## config.mk

```make
export PLATFORM = sky130hd
export DESIGN_NAME = bpwm_timer
export DESIGN_NICKNAME = d
export VERILOG_FILES = /design/src/rtl/bpwm_timer.sv
export SDC_FILE = /design/constraint.sdc
export NUM_CORES = 1
export LEC_CHECK = 0
export BUFFER_PORTS_ARGS = -buffer_cell sky130_fd_sc_hd__buf_2
export CAP_MARGIN = 20
export CORE_ASPECT_RATIO = 0.6
export CORE_MARGIN = 2
export CORE_UTILIZATION = 31
export DETAILED_ROUTE_END_ITERATION = 16
export MAX_ROUTING_LAYER = met4
export PLACE_DENSITY = 0.5
export SLEW_MARGIN = 20
export SYNTH_ARGS = -nofsm -noshare
export SYNTH_HDL_FRONTEND = slang
export SYNTH_SLANG_ARGS = --single-unit
```

## constraint.sdc

```tcl
create_clock -name clk -period 3.34 [get_ports clk]
set_input_delay 0.501 -clock clk [delete_from_list [all_inputs] [get_ports clk]]
set_output_delay 0.501 -clock clk [all_outputs]
set_load 0.02 [all_outputs]
```

## src/rtl/bpwm_timer.sv

```systemverilog
module bpwm_timer #(
  parameter int CW   = 16,
  parameter int PMAX = 6
) (
  input  logic          clk,
  input  logic          rst_n,
  input  logic          wr_en,
  input  logic [1:0]    wr_addr,
  input  logic [CW-1:0] wr_data,
  output logic [CW-1:0] count,
  output logic          pwm0,
  output logic          pwm1,
  output logic          pwm1_oe,
  output logic          active_ch
);
  localparam int SW = $clog2(PMAX + 1);

  logic [CW-1:0]   modulo, cmp0, cmp1, cnt, cnt_nx, act_cmp;
  logic [PMAX-1:0] pre, mask;
  logic [2:0]      psel;
  logic [SW-1:0]   psel_eff;
  logic            link, tov0, pol0, tov1, pol1;
  logic            act, last, pwm0_q, pwm1_q;
  logic            tick, ovf, m0, m1;
  logic            wr_ctl, wr_c0, wr_c1, link_set;

  assign wr_ctl   = wr_en && wr_addr == 2'd1;
  assign wr_c0    = wr_en && wr_addr == 2'd2;
  assign wr_c1    = wr_en && wr_addr == 2'd3;
  assign link_set = wr_ctl && wr_data[3] && !link;

  assign psel_eff = (int'(psel) > PMAX) ? SW'(PMAX) : SW'(psel);
  assign mask     = ~({PMAX{1'b1}} << psel_eff);
  assign tick     = (pre & mask) == mask;
  assign ovf      = tick && cnt >= modulo;
  assign cnt_nx   = ovf ? '0 : cnt + 1'b1;
  assign act_cmp  = (link && act) ? cmp1 : cmp0;
  assign m0       = tick && cnt_nx == act_cmp;
  assign m1       = tick && !link && cnt_nx == cmp1;

  always_ff @(posedge clk) begin
    if (!rst_n) begin
      modulo <= '1;
      cmp0   <= '0;
      cmp1   <= '0;
      psel   <= '0;
      link   <= 1'b0;
      tov0   <= 1'b0;
      pol0   <= 1'b0;
      tov1   <= 1'b0;
      pol1   <= 1'b0;
    end else if (wr_en) begin
      case (wr_addr)
        2'd0: modulo <= wr_data;
        2'd1: {pol1, tov1, pol0, tov0, link, psel} <= wr_data[7:0];
        2'd2: cmp0 <= wr_data;
        default: cmp1 <= wr_data;
      endcase
    end
  end

  always_ff @(posedge clk) begin
    if (!rst_n) begin
      pre <= '0;
      cnt <= '0;
    end else begin
      pre <= pre + 1'b1;
      if (tick) cnt <= cnt_nx;
    end
  end

  always_ff @(posedge clk) begin
    if (!rst_n) begin
      act  <= 1'b0;
      last <= 1'b0;
    end else if (link_set) begin
      act  <= 1'b0;
      last <= 1'b0;
    end else begin
      if (wr_c0) last <= 1'b0;
      else if (wr_c1) last <= 1'b1;
      if (link && ovf) act <= last;
    end
  end

  always_ff @(posedge clk) begin
    if (!rst_n) begin
      pwm0_q <= 1'b0;
      pwm1_q <= 1'b0;
    end else begin
      if (m0) pwm0_q <= pol0;
      else if (ovf && tov0) pwm0_q <= ~pwm0_q;
      if (!link) begin
        if (m1) pwm1_q <= pol1;
        else if (ovf && tov1) pwm1_q <= ~pwm1_q;
      end
    end
  end

  assign count     = cnt;
  assign pwm0      = pwm0_q;
  assign pwm1      = pwm1_q;
  assign pwm1_oe   = !link;
  assign active_ch = act;
endmodule

```

### Word level (Yosys, flattened, before mapping)

Cells that the tools add are included.

* add/subtract/negate cells: 2
* shifts and indexed selects: 1
* reduce and logical (&&, ||, !) cells: 25
* equal/unequal tests: 6
* multiplexer cells: 7
* bitwise logic cells: 7
* order comparisons: 2

Operators with widths (count)
* $eq A16 B16 Y1: 2
* $mux W16: 2
* $add A16 B1 Y16 const B: 1
* $ge A16 B16 Y1: 1
* $logic_and A1 B1 Y1: 13
* $reduce_and A2 Y1: 5
* $add A6 B1 Y6 const B: 1
* $and A6 B6 Y6: 1
* $eq A6 B6 Y1: 1
* $not A6 Y6: 1
* $reduce_or A3 Y1: 2
* $shl A6 B3 Y6 const A: 1
* $not A1 Y1: 5
* $eq A2 B2 Y1 const B: 2
* $mux W1: 4
* $reduce_bool A2 Y1: 2
* $gt A3 B3 Y1 const B: 1
* $mux W3: 1
* $eq A2 B1 Y1 const B: 1
* $logic_not A2 Y1: 1
* $reduce_or A2 Y1: 1
* $logic_not A1 Y1: 1

* output and inout bits: 20
* bits of input ports: 21
* register bits after elaboration: 82

### Longest topological paths before layout

Gate-level depths: netlist (run 1).

* depth after elaboration: 12
* gate-level depth with buffers: 13

### Least setup slack after synthesis (run 1)

Ideal clock, no wire load.

* path type: register -> register
* start point: register cnt[0] (netlist: count[0])
* end point: register pwm0_q (netlist: pwm0)
* data required time: 3.268 ns
* setup time: 0.072 ns
* cell stages (with the launch flop): 12
* slack: 0.175 ns
* data arrival time: 3.094 ns
* cell sequence: dfxtp_1 -> inv_1 -> ha_1 -> nand2b_1 -> a2111o_1 -> a31oi_4 -> a31oi_4 -> or4_1 -> a31oi_1 -> o211ai_1 -> nor4_2 -> mux2i_1

* cells in the longest elaborated chain, start to end: 6
* elaborated cells on any way between the ends: 9
* those cells by class: add/sub (1); order compare (1); eq/ne (1); mux (2); reduce/logical (4)

RTL lines
* start: declaration: RTL line 18 `logic [CW-1:0] modulo, cmp0, cmp1, cnt, cnt_nx, act_cmp;`
* start signal: assignment: RTL line 68 `if (tick) cnt <= cnt_nx;`
* $ge A16 B16 Y1: RTL line 35 `assign ovf = tick && cnt >= modulo;`
* $logic_and A1 B1 Y1: RTL line 35
* $mux W16: RTL line 36 `assign cnt_nx = ovf ? '0 : cnt + 1'b1;`
* $eq A16 B16 Y1: RTL line 38 `assign m0 = tick && cnt_nx == act_cmp;`
* $logic_and A1 B1 Y1: RTL line 38
* $mux W1 / $reduce_bool A2 Y1 (equally long branches)
* end signal: assignment: RTL line 91 `if (m0) pwm0_q <= pol0;`
* end signal: assignment: RTL line 92 `else if (ovf && tov0) pwm0_q <= ~pwm0_q;`
* end: declaration: RTL line 23 `logic act, last, pwm0_q, pwm1_q;`

Parallel ways exist; a longest one is shown, timed or not.
A chain may end at the register's enable or synchronous reset.

### Final worst setup path (run 1)

* start point: register modulo[15]
* end point: register pwm1_q (netlist: pwm1)

* cells in the longest elaborated chain, start to end: 7
* elaborated cells on any way between the ends: 9
* those cells by class: order compare (1); eq/ne (1); mux (2); reduce/logical (5)

RTL lines
* start: declaration: RTL line 18
* start signal: assignment: RTL line 54 `2'd0: modulo <= wr_data;`
* $ge A16 B16 Y1 *: RTL line 35
* $logic_and A1 B1 Y1 *: RTL line 35
* $mux W16: RTL line 36
* $eq A16 B16 Y1: RTL line 39 `assign m1 = tick && !link && cnt_nx == cmp1;`
* $logic_and A1 B1 Y1: RTL line 39
* $reduce_bool A2 Y1 (no line)
* $reduce_and A2 Y1 (no line)
* end signal: assignment: RTL line 94 `if (m1) pwm1_q <= pol1;`
* end signal: assignment: RTL line 95 `else if (ovf && tov1) pwm1_q <= ~pwm1_q;`
* end: declaration: RTL line 23

Every way passes the cells marked *; elsewhere a longest branch is shown, timed or not.

==> results of run 1 <==
[layout by cell type, fill, tap and decap left out, drive strengths merged, types with 3 or more instances in the layout]
cell type / count
a21oi: 23
nor4: 10
a31oi: 5
xnor2: 17
and3: 3
o221ai: 3
nand2b: 4
nor2b: 22
dfxtp: 82
nand3b: 6
nor2: 16
clkinvlp: 3
a21boi: 38
buf: 68
nand2: 116
nor3: 12
o211ai: 18
and4: 5
nand3: 15
or2: 4
clkbuf: 11
and2: 9
nand4: 8
xor2: 12
inv: 25
or3: 7
ha: 18
or4: 3
mux2i: 27
o21ai: 20
[kinds of logic (layout without fill, tap and decap cells)]
| family | after synthesis | count (layout) | share of synthesized area [%] |
|---|---|---|---|
| buffers and inverters | 56 | 108 | 4.71 |
| AOI/OAI and AO/OA | 135 | 135 | 19.7 |
| DFF | 82 | 82 | 33.4 |
| adders and majority gates | 18 | 18 | 4.59 |
| xor gates and xnor gates | 29 | 29 | 5.48 |
| muxes | 29 | 29 | 5.96 |
| and+or+nand+nor | 245 | 245 | 26.1 |
[stage by stage]
stage	hold slack, ns	power (W)	cells	util, %
after global routing	0.424	0.00238	849	37.1
after CTS	0.423	0.00230	849	37.1
after global placement	0.460	0.00136	832	35.3
final	0.435	0.00228	849	37.1
after floorplan	0.438	0.00125	594	-
after detailed placement	0.465	0.00136	833	35.3
[metal layers]
| metal | wire [um] | share of wire (%) | up-vias |
|---|---|---|---|
| met5 | 0 | 0 | - |
| met4 | 81 | 0.52 | 0 |
| met3 | 874 | 5.6 | 9 |
| met2 | 6240 | 40 | 105 |
| met1 | 8510 | 54 | 2146 |
| li1 | - | - | 2202 |
[sequential cells by signal, summed over array words and instances, names as in the netlist, 3 cells and up]
signal and cells:
psel 3, modulo 16, cmp1 16, count 16
pre 6, cmp0 16
[cell usage after synthesis, types with 7 or more instances]
library cell and instances:
a21boi_0 38, a21oi_1 23, and2_1 9, buf_2 8, clkbuf_1 19, dfxtp_1 82
ha_1 18, inv_1 24, mux2i_1 27, nand2_1 115, nand3_1 14, nand4_1 7
nor2_1 16, nor2b_1 22, nor3_1 10, o211ai_1 18, o21ai_0 19, or3_1 7
xnor2_1 17, xor2_1 10
[cell type report]
type / count / area, um^2 / share of cell area, %
Tap cell: 203 / 254 / 4.44
Inverter: 24 / 90.1 / 1.58
Clock buffer: 11 / 233 / 4.07
Multi-Input combinational cell: 456 / 3050 / 53.3
Clock inverter: 5 / 40.0 / 0.700
Timing Repair Buffer: 68 / 410 / 7.18
Sequential cell: 82 / 1640 / 28.7
[worst max-delay path, delay by kind of cell (launching register included)]
kind | cells | cell delay [ns]
flip-flops | 1 | 0.31
adder cells (fa/ha/maj) | 1 | 0.31
buffers and inverters | 2 | 0.28
AND/OR/NAND/NOR | 3 | 0.89
AO/OA/AOI/OAI | 6 | 1.25
[path summary, 6_finish.rpt]
check | slack, ns | cells past startpoint | to | startpoint
min | 0.44 | 3 | cmp1[11]$_SDFFE_PN0P_ | wr_data[11]
min reg2reg | 0.47 | 2 | cmp0[4]$_SDFFE_PN0P_ | cmp0[4]$_SDFFE_PN0P_
max | 0.19 | 12 | pwm1$_SDFFE_PN0P_ | modulo[15]$_SDFFE_PN1P_
max reg2reg | 0.19 | 12 | pwm1$_SDFFE_PN0P_ | modulo[15]$_SDFFE_PN1P_
[where the power goes]
group	switching, W	internal, W
Clock	0.000427	0.000509
Sequential	0.0000316	0.00101
Combinational	0.000182	0.000118
Total	0.000640	0.00164
==> results.toml, run 1 <==
[outcome]
status = "completed"

[sta]
worst_slew_pin_slew_ns = 0.811
worst_slack_ns = 0.186
finalSetupTns_ns = 0
relSlewSlack_pct = 45.8
fin_skew_ns = 0.00634
min_period_ns = 3.15
rsz0062_at_grt = "no"
post-route-period-util_pct = 94.4
drv_slew = 0
max_freq_mhz = 317
hold_viol = 0
setup_viol = 0

[drt]
route.vias.total = 4462
wl_per_cell_um = 18.5
dr.pass1.iters = 5
via_per_inst = 5.26
ant_nets = 0
first_iter_violations = 313
wl_mm = 15.7
drc = 0

[global_routing]
grt_max_degree = 48
grt_pass1_vias = 4174
top_usage_layer = "met1"
grtUsageMet1_pct = 29.2
grt_pass1_wl_mm = 24.6
use_met3_pct = 4.14
grt_usage_pct = 19.6
met2_usage_pct = 26.9
grt_overflow = 0
antenna_found_initial = 0

[clock_network]
cts.path.max_buffers = 2
clk_pin_slew_worst_paths_ns = 0.07
htree_levels = 3
cts_root_buffer = "clkbuf_16"
cts_tree = "done"
cts_inserted_buffers = 9
postCtsHoldBufs = 0
clock_latency_ns = 0.34
cts_resized = 0
cts.sinks = 82
post_cts_buffers = 0

[place]
dp_hpwl_mm = 12.2
gp_congestion = 0.884
dpl-instance-area_um2 = 5450
place_ws_ns = 0.190
portBuffers = 40

[floorplanning]
die_w_um = 166
die-area_um2 = 16900
die_h_um = 101
rows = 35
ios = 41
core-area_um2 = 15400
initial_core_util_pct = 31.9

[setup_path]
crit_slowest_cell = "nor4_2"
cp.arrival_ns = 3.38
cp-start-kind = "flop"
endpoint_kind = "flop"
crit_type = "flop to flop"
critical_path_peak_fanout = 13
crit_path_cell_trace = "inv_1 -> ha_1 -> nand4_1 -> nor4_2 -> a31oi_4 -> a31oi_4 -> buf_4 -> o21ai_0 -> a211o_1 -> o2111a_1 -> and4_1 -> a311o_1"
crit_top_cell = "a31oi_4"
required_ns = 3.57
cpPeakStageDelay_ns = 0.44

[logic_synthesis]
synth_edf_count = 0
synthArstFlopShare_pct = 0
avgSynthCellArea_um2 = 8.27
synthFlopType = "dfxtp_1"
synth_seq_cells = 82
yosysTopAreaCell = "dfxtp_1"
synth.distinct_cells = 66
ys_seq_area_share_pct = 33.4
syn_inst = 594
synth_area_um2 = 4910
synth_area_leaders = "dfxtp_1, nand2_1, a21boi_0, mux2i_1, ha_1"
synth_warnings = 0
synth_nets = 633
synth_top_area_share_pct = 33.4

[layout]
nNetsFinal = 680
antenna_cells = 0
stdcell_area_um2 = 5720
drive_gt1_share_pct = 16.4
area_growth_pct = 16.4
fillCellCount = 1649

[power]
p_per_area_nw_per_um2 = 399
vdd_drop_max_mv = 0.190
p_leak_nw = 2.41

[job]
cap_viol_max_count = 0

[worst_hold_path]
min_path_type = "input port to flop"
Power figures use the tool's default switching activity.
==> inputs of run 2 (changes only) <==
CAP_MARGIN = unset   (was 20)
SETUP_SLACK_MARGIN = 0.2   (was unset)
clock period = 3 ns   (was 3.34 ns; I/O delays follow)
==> run 2 against run 1 <==
  * The flow now finishes with violations (setup timing)
  * Clock skew down 0.0013 ns
  * Sequential power up 12%
  * Clock power up 10%
  * Die area unchanged
  * Critical path type unchanged
  * Highest routed layer unchanged
==> results.toml, run 2 (synthesis results as in run 1) <==
[drt]
drc = 0
dr.pass1.iters = 4
ant_nets = 0
wl_per_cell_um = 18.5
via_per_inst = 5.30
route.vias.total = 4621
first_iter_violations = 229
wl_mm = 16.1

[layout]
layout_common_cells = "nand2_1, dfxtp_1, buf_2, buf_4, a21boi_0"
final_common_cell = "nand2_1"
area_growth_pct = 25.1
drive_gt1_share_pct = 24.1
fillCellCount = 1575
nNetsFinal = 703
antenna_cells = 0

[setup_path]
required_ns = 3.27
critical_path_peak_fanout = 9
endpoint_kind = "flop"
crit_top_cell = "a31oi_4"
crit_family = "compound AO/OA/AOI/OAI gates"
cp_num_buf_inv = 2
r2r-end = "pwm0$_SDFFE_PN0P_"
r2r_cells = 12
cp.arrival_ns = 3.29
crit_type = "flop to flop"
reg2reg_from = "count[0]$_SDFFE_PN0N_"
crit_path_cell_trace = "inv_4 -> ha_4 -> nand2b_4 -> a2111o_1 -> a31oi_4 -> a31oi_4 -> buf_6 -> or4_1 -> a31oi_1 -> o211ai_1 -> nor4_2 -> mux2i_1"
cp-start-kind = "flop"
r2r_setup_slack_ns = -0.01
crit_slowest_cell = "or4_1"
cpPeakStageDelay_ns = 0.46

[outcome]
violations = "setup timing"
status = "complete, but fails checks"

[power]
p_leak_nw = 2.53
power_w = 0.00258
p_per_area_nw_per_um2 = 420
vdd_drop_max_mv = 0.248

[floorplanning]
die-area_um2 = 16900
core-area_um2 = 15400
rows = 35
initial_core_util_pct = 31.9
die_w_um = 166
ios = 41
die_h_um = 101

[clock_network]
cts_inserted_buffers = 9
htree_levels = 3
cts_tree = "done"
clk_pin_slew_worst_paths_ns = 0.06
cts_root_buffer = "clkbuf_16"
clock_latency_ns = 0.34
cts.path.max_buffers = 2
cts.sinks = 82

[sta]
max_freq_mhz = 332
rsz0062_at_grt = "yes"
post-route-period-util_pct = 100
setup_viol = 1
hold_viol = 0
worst_slew_pin_slew_ns = 0.848
fin_skew_ns = 0.00506
relSlewSlack_pct = 43.3
min_period_ns = 3.01
drv_slew = 0
worst_slack_ns = -0.0123
finalSetupTns_ns = -0.0123

[worst_hold_path]
worstHoldEndpoint = "modulo[15]$_SDFFE_PN1P_"
whs_path_depth = 3
hp-start = "wr_data[15]"
min_path_type = "input port to flop"

[place]
gp_congestion = 0.888
dp_hpwl_mm = 12.1
place_ws_ns = -0.108
portBuffers = 40

[global_routing]
grt_overflow = 0
grt_pass1_vias = 4382
antenna_found_initial = 0
grt_pass1_wl_mm = 25.2
grt_usage_pct = 20.0
grt_max_degree = 46

[job]
cap_viol_max_count = 0
[run 2: changes by cell type in the layout (fill, tap and decap cells not counted), sizes merged]
cell / delta
buf: +23
[run 2: worst max-delay path by stage]
stage | endpoint | start | cells past startpoint | slack, ns
after floorplan | pwm0$_SDFFE_PN0P_ | count[0]$_SDFFE_PN0N_ | 11 | 0.15
after global placement | pwm0$_SDFFE_PN0P_ | modulo[15]$_SDFFE_PN1P_ | 12 | -0.10
after detailed placement | pwm0$_SDFFE_PN0P_ | count[0]$_SDFFE_PN0N_ | 12 | -0.11
after CTS | pwm0$_SDFFE_PN0P_ | count[0]$_SDFFE_PN0N_ | 12 | 0.02
after global routing | pwm0$_SDFFE_PN0P_ | count[0]$_SDFFE_PN0N_ | 12 | -0.13
final | pwm0$_SDFFE_PN0P_ | count[0]$_SDFFE_PN0N_ | 12 | -0.01
[run 2: what timing repair did]
item | in CTS | in global routing
hold buffers | 0 | 0
setup endpoints to repair | 2 | 5
gates resized for setup | 25 | 26
pin swaps | 12 | 7
buffers inserted | 4 | 8
[run 2: layout make-up]
type | instances | area, um^2 | share of cell area, %
clock buffer | 11 | 233 | 3.79
clock inverter | 5 | 40.0 | 0.652
inverter | 24 | 92.6 | 1.51
multi-input combinational | 456 | 3220 | 52.4
sequential | 82 | 1650 | 26.9
tap | 203 | 254 | 4.14
timing repair buffer | 91 | 651 | 10.6
[run 2: metrics by stage]
step	cell area [um^2]	hold slack (ns)	utilization, %	std cells
final	6140	0.368	39.8	872
after global routing	6140	0.394	39.8	872
after floorplan	4920	0.438	-	594
after global placement	5550	0.460	36.0	844
after detailed placement	5550	0.469	36.0	844
after CTS	5970	0.360	38.7	864
[run 2: power by group]
group          internal (W)  switching, W
Combinational      0.000158      0.000224
Clock              0.000566      0.000467
Sequential          0.00113     0.0000353
Total               0.00185      0.000726
[run 2: layer usage]
metal | track usage, % | wire length [um] | vias up
met3 | 3.56 | 907 | 17
met5 | - | 0 | -
met1 | 29.6 | 8570 | 2222
met4 | 4.97 | 187 | 0
met2 | 27.7 | 6450 | 134
li1 | - | - | 2248
[run 2: worst min-delay path, stage by stage]
cell and delay (ns):
buf_2 0.10, nand2_1 0.05, o211ai_1 0.07
